==> src/rtl/sio3_pkg.sv <==
package sio3_pkg;
  localparam int ADDR_W = 5;
  localparam logic [ADDR_W-1:0] BURST_ADDR = '1;

  typedef enum logic [1:0] {PH_CMD, PH_WR, PH_RD, PH_IDLE} phase_e;
endpackage

==> src/rtl/sio3_link.sv <==
module sio3_link
  import sio3_pkg::*;
#(
  parameter int CLK_REGS  = 8,
  parameter int RAM_BYTES = 31
) (
  input  logic              clk_i,
  input  logic              rst_ni,
  input  logic              ce_i,
  input  logic              sclk_i,
  input  logic              sdio_i,
  output logic              sdio_o,
  output logic              sdio_oe_o,
  output logic              wr_o,
  output logic              ram_o,
  output logic              burst_clk_o,
  output logic [ADDR_W-1:0] addr_o,
  output logic [7:0]        data_o,
  input  logic [7:0]        rd_data_i
);
  localparam logic [ADDR_W-1:0] CLK_LAST = ADDR_W'(CLK_REGS - 1);
  localparam logic [ADDR_W-1:0] RAM_LAST = ADDR_W'(RAM_BYTES - 1);

  phase_e            phase_q;
  logic              sclk_q;
  logic [2:0]        bit_q;
  logic [ADDR_W-1:0] byte_q, cmd_addr_q, last_byte;
  logic [6:0]        sr_q;
  logic              cmd_ram_q;
  logic              rise, fall, burst;
  logic [7:0]        shift_in;

  assign rise      = sclk_i & ~sclk_q;
  assign fall      = ~sclk_i & sclk_q;
  assign shift_in  = {sdio_i, sr_q};
  assign burst     = (cmd_addr_q == BURST_ADDR);
  assign last_byte = cmd_ram_q ? RAM_LAST : CLK_LAST;

  assign addr_o      = burst ? byte_q : cmd_addr_q;
  assign ram_o       = cmd_ram_q;
  assign burst_clk_o = burst & ~cmd_ram_q;
  assign data_o      = shift_in;
  assign wr_o        = ce_i & rise & (phase_q == PH_WR) & (bit_q == 3'd7);

  always_ff @(posedge clk_i or negedge rst_ni) begin
    if (!rst_ni) begin
      sclk_q     <= 1'b0;
      phase_q    <= PH_CMD;
      bit_q      <= '0;
      byte_q     <= '0;
      sr_q       <= '0;
      cmd_ram_q  <= 1'b0;
      cmd_addr_q <= '0;
      sdio_o     <= 1'b0;
      sdio_oe_o  <= 1'b0;
    end else begin
      sclk_q <= sclk_i;
      if (!ce_i) begin
        phase_q   <= PH_CMD;
        bit_q     <= '0;
        byte_q    <= '0;
        sdio_oe_o <= 1'b0;
      end else if (rise) begin
        sdio_oe_o <= 1'b0;
        sr_q      <= shift_in[7:1];
        case (phase_q)
          PH_CMD: begin
            bit_q <= bit_q + 3'd1;
            if (bit_q == 3'd7) begin
              cmd_ram_q  <= shift_in[6];
              cmd_addr_q <= shift_in[ADDR_W:1];
              byte_q     <= '0;
              if (!shift_in[7])     phase_q <= PH_IDLE;
              else if (shift_in[0]) phase_q <= PH_RD;
              else                  phase_q <= PH_WR;
            end
          end
          PH_WR: begin
            bit_q <= bit_q + 3'd1;
            if (bit_q == 3'd7) begin
              if (!burst || byte_q == last_byte) phase_q <= PH_IDLE;
              else byte_q <= byte_q + ADDR_W'(1);
            end
          end
          default: ;
        endcase
      end else if (fall && phase_q == PH_RD) begin
        sdio_o    <= rd_data_i[bit_q];
        sdio_oe_o <= 1'b1;
        bit_q     <= bit_q + 3'd1;
        if (bit_q == 3'd7 && burst)
          byte_q <= (byte_q == last_byte) ? '0 : byte_q + ADDR_W'(1);
      end
    end
  end
endmodule

==> src/rtl/sio3_regs.sv <==
module sio3_regs
  import sio3_pkg::*;
#(
  parameter int CLK_REGS  = 8,
  parameter int RAM_BYTES = 31
) (
  input  logic                      clk_i,
  input  logic                      rst_ni,
  input  logic                      clr_i,
  input  logic                      wr_i,
  input  logic                      ram_i,
  input  logic                      burst_i,
  input  logic [ADDR_W-1:0]         addr_i,
  input  logic [7:0]                data_i,
  output logic [7:0]                rd_data_o,
  output logic                      wp_o,
  output logic [(CLK_REGS-1)*8-1:0] time_o,
  output logic [RAM_BYTES*8-1:0]    ram_o
);
  localparam int TK_N = CLK_REGS - 1;
  localparam int IDX_W = $clog2(CLK_REGS);
  localparam logic [ADDR_W-1:0] CTL_A = ADDR_W'(CLK_REGS - 1);
  localparam logic [ADDR_W-1:0] RAM_N = ADDR_W'(RAM_BYTES);

  logic [7:0] tk_q    [TK_N];
  logic [7:0] stage_q [TK_N];
  logic [7:0] ram_q   [RAM_BYTES];
  logic       wp_q;
  logic [IDX_W-1:0] idx;

  assign idx  = addr_i[IDX_W-1:0];
  assign wp_o = wp_q;

  always_ff @(posedge clk_i or negedge rst_ni) begin
    if (!rst_ni) begin
      wp_q <= 1'b0;
      for (int i = 0; i < TK_N; i++) begin
        tk_q[i]    <= '0;
        stage_q[i] <= '0;
      end
      for (int i = 0; i < RAM_BYTES; i++) ram_q[i] <= '0;
    end else if (clr_i) begin
      for (int i = 0; i < TK_N; i++) stage_q[i] <= '0;
    end else if (wr_i) begin
      if (ram_i) begin
        if (!wp_q && addr_i < RAM_N) ram_q[addr_i] <= data_i;
      end else if (burst_i) begin
        // eighth byte: commit the staged set, gated by protection held before it
        if (addr_i == CTL_A) begin
          wp_q <= data_i[7];
          if (!wp_q) for (int i = 0; i < TK_N; i++) tk_q[i] <= stage_q[i];
        end else if (addr_i < CTL_A) begin
          stage_q[idx] <= data_i;
        end
      end else if (addr_i == CTL_A) begin
        wp_q <= data_i[7];
      end else if (!wp_q && addr_i < CTL_A) begin
        tk_q[idx] <= data_i;
      end
    end
  end

  always_comb begin
    rd_data_o = '0;
    if (ram_i) begin
      if (addr_i < RAM_N) rd_data_o = ram_q[addr_i];
    end else if (addr_i < CTL_A) begin
      rd_data_o = tk_q[idx];
    end else if (addr_i == CTL_A) begin
      rd_data_o = {wp_q, 7'b0};
    end
  end

  for (genvar g = 0; g < TK_N; g++) begin : g_tk
    assign time_o[g*8 +: 8] = tk_q[g];
  end
  for (genvar g = 0; g < RAM_BYTES; g++) begin : g_ram
    assign ram_o[g*8 +: 8] = ram_q[g];
  end
endmodule

==> src/rtl/sio3_slave.sv <==
module sio3_slave
  import sio3_pkg::*;
#(
  parameter int CLK_REGS  = 8,
  parameter int RAM_BYTES = 31
) (
  input  logic clk_i,
  input  logic rst_ni,
  input  logic ce_i,
  input  logic sclk_i,
  input  logic sdio_i,
  output logic sdio_o,
  output logic sdio_oe_o
);
  logic              wr, ram, burst_clk, wp;
  logic [ADDR_W-1:0] addr;
  logic [7:0]        wdata, rd_data;
  logic [(CLK_REGS-1)*8-1:0] time_flat;
  logic [RAM_BYTES*8-1:0]    ram_flat;

  sio3_link #(.CLK_REGS(CLK_REGS), .RAM_BYTES(RAM_BYTES)) u_link (
    .clk_i      (clk_i),
    .rst_ni     (rst_ni),
    .ce_i       (ce_i),
    .sclk_i     (sclk_i),
    .sdio_i     (sdio_i),
    .sdio_o     (sdio_o),
    .sdio_oe_o  (sdio_oe_o),
    .wr_o       (wr),
    .ram_o      (ram),
    .burst_clk_o(burst_clk),
    .addr_o     (addr),
    .data_o     (wdata),
    .rd_data_i  (rd_data)
  );

  sio3_regs #(.CLK_REGS(CLK_REGS), .RAM_BYTES(RAM_BYTES)) u_regs (
    .clk_i    (clk_i),
    .rst_ni   (rst_ni),
    .clr_i    (~ce_i),
    .wr_i     (wr),
    .ram_i    (ram),
    .burst_i  (burst_clk),
    .addr_i   (addr),
    .data_i   (wdata),
    .rd_data_o(rd_data),
    .wp_o     (wp),
    .time_o   (time_flat),
    .ram_o    (ram_flat)
  );
endmodule

==> config.mk <==
export PLATFORM = sky130hd
export DESIGN_NAME = sio3_slave
export DESIGN_NICKNAME = d
export VERILOG_FILES = /design/src/rtl/sio3_pkg.sv /design/src/rtl/sio3_link.sv /design/src/rtl/sio3_regs.sv /design/src/rtl/sio3_slave.sv
export SDC_FILE = /design/constraint.sdc
export NUM_CORES = 1
export LEC_CHECK = 0
export BUFFER_PORTS_ARGS = -buffer_cell sky130_fd_sc_hd__buf_4
export CAP_MARGIN = 20
export CORE_MARGIN = 3
export CORE_UTILIZATION = 64
export DETAILED_ROUTE_END_ITERATION = 10
export PLACE_DENSITY = 0.8
export SETUP_SLACK_MARGIN = 0.15
export SLEW_MARGIN = 20
export SYNTH_ARGS = -nofsm -noshare
export SYNTH_HDL_FRONTEND = slang
export SYNTH_SLANG_ARGS = --single-unit
==> constraint.sdc <==
create_clock -name clk_i -period 3.9 [get_ports clk_i]
set_clock_uncertainty 0.15 [all_clocks]
set_input_delay 0.39 -clock clk_i [delete_from_list [all_inputs] [get_ports clk_i]]
set_output_delay 0.39 -clock clk_i [all_outputs]
set_load 0.02 [all_outputs]
# Word level (Yosys, flattened, before mapping)
# Index checks and enable logic that the tools add are counted.
# classes
addsub,2
magnitude_cmp,7
eq_ne,26
muxes,56
bitwise_logic,12
n_reduce_logical,22
# ops
op,count
56-bit two-way mux,11
248-bit bitwise mux,1
56-bit bitwise mux,2
8-bit two-way mux,10
5-bit two-way mux,10
8-bit binary-select mux with 5-bit select,1
8-bit demux with 5-bit select,1
8-bit binary-select mux with 3-bit select,1
8-bit demux with 3-bit select,1
4-bit != test (second input constant),4
2-bit two-way mux,7
3-bit two-way mux,4
4-bit AND reduction,3
2-bit by 1-bit != test with 1-bit output (second input constant),5
5-bit case mux with 2 select lines,1
5-bit AND reduction,2
3-bit by 1-bit != test with 1-bit output (second input constant),3
3-bit != test (second input constant),3
2-bit != test (second input constant),4
7-bit AND reduction,1
1-bit AND,6
6-bit greater-or-equal comparator (second input constant),1
1-bit logical AND,6
6-bit by 1-bit less-than comparator with 1-bit output (second input constant),1
28 further kinds,36
# word_totals
register_bits,387
input_bits,5
elab_cells,180

# Depth between registers and ports, before layout
# logic_depth
word_depth,14
mapped_depth,14

# Cells and area by module
# A second synthesis with hierarchy kept.
# hier_totals
hier_cells,1397
hier_area_um2,18420.2
# modules_own_cells
module,n_inst,cells_each,area_each_um2,seq_area_each_um2
sio3_regs,1,1262,17037.6,9033.7
sio3_link,1,134,1378.8,650.6
sio3_slave,1,1,3.8,0.0

# Worst setup path before layout
# OpenSTA, ideal clock, no wires.
# synth_timing
path_type,register -> register
from,register u_link.byte_q[1]
to,"register u_regs.ram_q, in the netlist u_regs.ram_o[200]"
setup_ns,0.125
t_arrival_ns,2.528
required_ns,3.625
path_slack_ns,1.097
stages_incl_launch_ff,10
synth_period_minus_slack_ns,2.803
path_cell_list,dfrtp_1 > nand4b_2 > o21a_1 > buf_2 > buf_4 > nor2_4 > clkbuf_1 > nand2_1 > nor2_2 > mux2_2
# synth_via
elab_chain_cells,7
# synth_rtl
element,line_no,rtl
start: declaration,sio3_link.sv:27,"logic [ADDR_W-1:0] byte_q, cmd_addr_q, last_byte;"
start signal: assignment,sio3_link.sv:82,else byte_q <= byte_q + ADDR_W'(1);
start signal: assignment,sio3_link.sv:92,byte_q <= (byte_q == last_byte) ? '0 : byte_q + ADDR_W'(1);
5-bit two-way mux (*),sio3_link.sv:39,assign addr_o = burst ? byte_q : cmd_addr_q;
5-bit NOT with 6-bit output (not written as such),sio3_regs.sv:46,if (!wp_q && addr_i < RAM_N) ram_q[addr_i] <= data_i;
6-bit greater-or-equal comparator (not written as such) or 6-bit by 1-bit less-than comparator with 1-bit output (tied branches),sio3_regs.sv:46,
1-bit logical AND (not written as such),sio3_regs.sv:46,
8-bit two-way mux (not written as such),sio3_regs.sv:46,
8-bit demux with 5-bit select,sio3_regs.sv:46,
248-bit bitwise mux,sio3_regs.sv:46,
end signal: indexed assignment,sio3_regs.sv:46,
end: declaration,sio3_regs.sv:27,logic [7:0] ram_q [RAM_BYTES];
# Every way passes the cells marked *; elsewhere a longest branch is shown, timed or not.
# A chain may end at the register's enable or synchronous reset.

# Worst setup path in the final report
# layout_timing
from,register u_link.cmd_addr_q[2]
to,register u_link.sdio_o
# layout_via
elab_chain_cells,10
# layout_rtl
element,line_no,rtl
start: declaration,sio3_link.sv:27,
start signal: assignment,sio3_link.sv:71,cmd_addr_q <= shift_in[ADDR_W:1];
5-bit equality test,sio3_link.sv:36,assign burst = (cmd_addr_q == BURST_ADDR);
5-bit two-way mux (*),sio3_link.sv:39,
5-bit NOT with 6-bit output (not written as such) or 3-bit NOT with 4-bit output (tied branches),"sio3_regs.sv:66, sio3_regs.sv:68",
8-bit binary-select mux with 5-bit select or 8-bit binary-select mux with 3-bit select (tied branches),"sio3_regs.sv:66, sio3_regs.sv:68",
"8-bit two-way mux, on equally long branches (2 in series)","sio3_regs.sv:66, sio3_regs.sv:68",
"8-bit two-way mux, on equally long branches","sio3_regs.sv:66, sio3_regs.sv:67",
8-bit two-way mux (*),sio3_regs.sv:65,if (ram_i) begin
1-bit binary-select mux with 3-bit select (*),sio3_link.sv:88,sdio_o <= rd_data_i[bit_q];
1-bit two-way mux (not written as such) (*),sio3_link.sv:88,
end signal: assignment,sio3_link.sv:88,
end: declaration,sio3_link.sv:12,"output logic sdio_o,"
# Every way passes the cells marked *; elsewhere a longest branch is shown, timed or not. The select of a mux whose other input is x is not followed.

==> impl_summary.txt <==
----------------------------------------------------
[Logic synthesis]
  Fraction of synthesis flops using an asynchronous set or reset pin ... 1.00
  Post-synthesis cell type with the largest combined area ... sky130_fd_sc_hd__dfrtp_1
  Number of library cell types mapped by synthesis ... 61
  Sequential element share of the synthesized area ... 0.519
  Area of the mapped netlist ... 0.0186 mm2
  Synth Net Count ... 1794
  Number of enable-type register cells in the synthesized netlist ... 0
  Most used standard cell by instance count after synthesis ... sky130_fd_sc_hd__dfrtp_1
  Leading cell types by count after synthesis ... sky130_fd_sc_hd__dfrtp_1 (387), sky130_fd_sc_hd__nand2_1 (289), sky130_fd_sc_hd__mux2_2 (255)
  Synth top area cells ... sky130_fd_sc_hd__dfrtp_1 (52%), sky130_fd_sc_hd__mux2_2 (15%), sky130_fd_sc_hd__nand2_1 (5.8%)
  Syn. warnings ... 0
  Count of mapped cells out of synthesis ... 1786
  Avg Cell Area, Syn ... 10.4 um2
  Flip-flop and latch count after synthesis ... 387
  Synth top area share ... 0.519
  Most used flip-flop cell after synthesis ... sky130_fd_sc_hd__dfrtp_1

[Power]
  Peak VDD IR ... 0.317 mV
  Leakage component of the power ... 9.61 nW
  Power per cell area ... 440 mW/mm2

[Global routing]
  Antenna violations before repair ... 0
  GRT Overall Usage ... 0.334
  Largest net degree at the start of global routing ... 125
  First-pass GRT wire length ... 81.8 mm
  Aggregate global routing overflow ... 0
  Number of global-route vias before repair ... 14500

[Routing]
  TritonRoute pass-1 iters ... 5
  Remaining routing DRC violations ... 0
  Antenna violation net count after detailed routing ... 0
  First DRT Iteration DRCs ... 1870
  Wire length per cell after detailed routing ... 23.8 um
  Drt via density ... 6.67
  Routed wire length ... 51.8 mm
  Vias after detailed routing ... 14500

[Finish]
  Net count, final ... 1775
  Share of post-route cells with drive strength above 1 ... 0.241
  Final Cell Area ... 0.0207 mm2
  N_diodes ... 0
  Synth-to-layout area growth ... 11.1%
  Fill cells ... 1917

[Timing]
  Worst Tran Pin Value ... 1.12 ns
  Setup repair after global routing missed its margin ... false
  Max Transition Viols Final ... 0
  Worst max-slew margin expressed relative to the limit ... 0.254
  Portion of the clock cycle consumed by the worst path in the final layout ... 0.936
  Maximum frequency from static timing analysis ... 274 MHz
  Setup slack after layout ... 0.249 ns
  Time the worst path needs with I/O delays and setup ... 3.65 ns
  Endpoints failing setup ... 0
  Final Hold Vio Count ... 0
  Total Negative Setup Slacks ... 0 ns
  Minimum hold slack ... 0.304 ns

[Place]
  GP Congestion ... 0.991
  Detail Placement HPWL ... 32.0 mm
  Port Buf Inserts ... 6
  Place WS ... 0.316 ns
  Area after detailed placement ... 0.0192 mm2

[Min path]
  Class of the tightest hold or removal check ... in -> reg
  Number of cells on the worst hold path ... 4

[Status]
  Outcome ... complete, no violations

[Clocking]
  Cell at the root of the clock tree ... sky130_fd_sc_hd__clkbuf_16
  Maximum level of the CTS H-tree ... 2
  Clock tree from TritonCTS ... done
  Reg clk slew, reported paths ... 0.06 ns
  Later-pin clock latency in the skew report ... 0.54 ns
  Number of sinks driven by the clock tree ... 387
  Number of buffers created by CTS ... 41
  Clk buf depth ... 3

[Worst setup path]
  Number of cell instances on the worst register-to-register path ... 9
  Start-to-end type of the worst setup path ... reg -> reg
  Biggest fanout along the worst timing path ... 29
  Required time at the worst-slack endpoint ... 4.18 ns
  Critical path launch point type ... flop
  Crit path DAT ... 3.93 ns
  Setup crit end kind ... flop

[Floorplanning]
  Height of the die ... 177 um
  Core Box Area ... 0.0282 mm2
  IO Count ... 7
  Die Area ... 0.0312 mm2
  Row cnt ... 61
  Starting density of the core ... 0.660
  Die span in x ... 177 um

[Run]
  Max_cap viols ... 0

----------------------------------------------------
cells by family after synthesis:
group / Yosys count / synth area share
DFF: 387 / 0.519
xor gates and xnor gates: 3 / 0.00141
buffers and inverters: 140 / 0.0313
adders and majority gates: 3 / 0.00201
AOI/OAI and AO/OA: 324 / 0.110
and+or+nand+nor: 613 / 0.148
muxes: 316 / 0.188
metrics by stage:
step / util / power [mW] / cells
after floorplan: - / 4.62 / 1786
after global placement: 0.680 / 5.02 / 2095
after detailed placement: 0.680 / 5.05 / 2095
after CTS: 0.732 / 9.12 / 2173
after global routing: 0.734 / 9.37 / 2178
final: 0.734 / 9.11 / 2178
registers in the layout, summed over array words and instances (netlist names):
register,flops
u_link.sclk_q,1
u_regs.time_o,56
u_regs.stage_q,56
u_link.ram_o,1
u_link.phase_q,2
u_link.sr_q,7
u_link.byte_q,5
u_regs.wp_o,1
u_link.bit_q,3
u_link.sdio_o,1
u_regs.ram_o,248
u_link.cmd_addr_q,5
u_link.sdio_oe_o,1
worst paths after layout:
kind	slack (ns)	to	startpoint
min reg2reg	0.34	u_regs.ram_o[64]	u_regs.ram_o[64]
max in group asynchronous	2.12	u_regs.ram_o[125]	rst_ni
min in group asynchronous	0.37	u_link.sr_q[1]	rst_ni
min	0.30	u_link.sr_q[0]	ce_i
max reg2reg	0.25	u_link.sdio_o	u_link.cmd_addr_q[2]
max	0.25	u_link.sdio_o	u_link.cmd_addr_q[2]
per-layer routing:
metal,share of wire,up-vias,track usage
met3,0.10,161,0.0721
met2,0.45,788,0.504
met1,0.41,7262,0.480
met5,0,-,0
li1,-,6310,-
met4,0.039,0,0.125
worst max-delay path, stage by stage (launching register included):
cell,delay [ns]
sky130_fd_sc_hd__dfrtp_1,0.56
sky130_fd_sc_hd__nand4_1,0.42
sky130_fd_sc_hd__o21a_2,0.47
sky130_fd_sc_hd__buf_12,0.21
sky130_fd_sc_hd__and3_1,0.17
sky130_fd_sc_hd__a31oi_1,0.25
sky130_fd_sc_hd__o22ai_1,0.14
sky130_fd_sc_hd__or4_1,0.53
sky130_fd_sc_hd__a32o_1,0.30
sky130_fd_sc_hd__a311oi_1,0.31
power by group:
| group | leakage, nW | internal [mW] | total [mW] | switching, mW |
|---|---|---|---|---|
| clock | 0.713 | 2.50 | 4.10 | 1.60 |
| combinational | 3.51 | 0.169 | 0.764 | 0.596 |
| sequential | 5.38 | 4.06 | 4.25 | 0.191 |
| total | 9.61 | 6.73 | 9.11 | 2.39 |
cells in the final DEF, fill, tap and decap left out, types with 22 or more instances in the layout:
cell and count:
sky130_fd_sc_hd__a21oi_1 107, sky130_fd_sc_hd__nor2b_1 25, sky130_fd_sc_hd__nor2_1 92, sky130_fd_sc_hd__o21ai_0 25
sky130_fd_sc_hd__a31oi_1 24, sky130_fd_sc_hd__dfrtp_1 384, sky130_fd_sc_hd__nand3_1 115, sky130_fd_sc_hd__nor2_2 22
sky130_fd_sc_hd__nand2_1 287, sky130_fd_sc_hd__mux2i_1 53, sky130_fd_sc_hd__clkbuf_16 43, sky130_fd_sc_hd__a21boi_0 36
sky130_fd_sc_hd__and3_1 24, sky130_fd_sc_hd__o22ai_1 66, sky130_fd_sc_hd__mux2_2 255, sky130_fd_sc_hd__buf_4 52
what timing repair did:
action                                  CTS  global route
hold buffers                              2             0
endpoints found under the setup margin    0            10
hold endpoints to repair                117             0
setup buffers                             0             3
resized for setup                         0             3
area by class of cell:
class / count / area, um2 / area share
clock buffers: 62 / 1260 / 0.0607
clock inverters: 14 / 183 / 0.00881
inverters: 10 / 37.5 / 0.00181
multi-input cells: 1261 / 8440 / 0.407
flip-flops and latches: 387 / 9690 / 0.467
well taps: 378 / 473 / 0.0228
repair buffers: 66 / 646 / 0.0312
(Power assumes the default switching activity.)
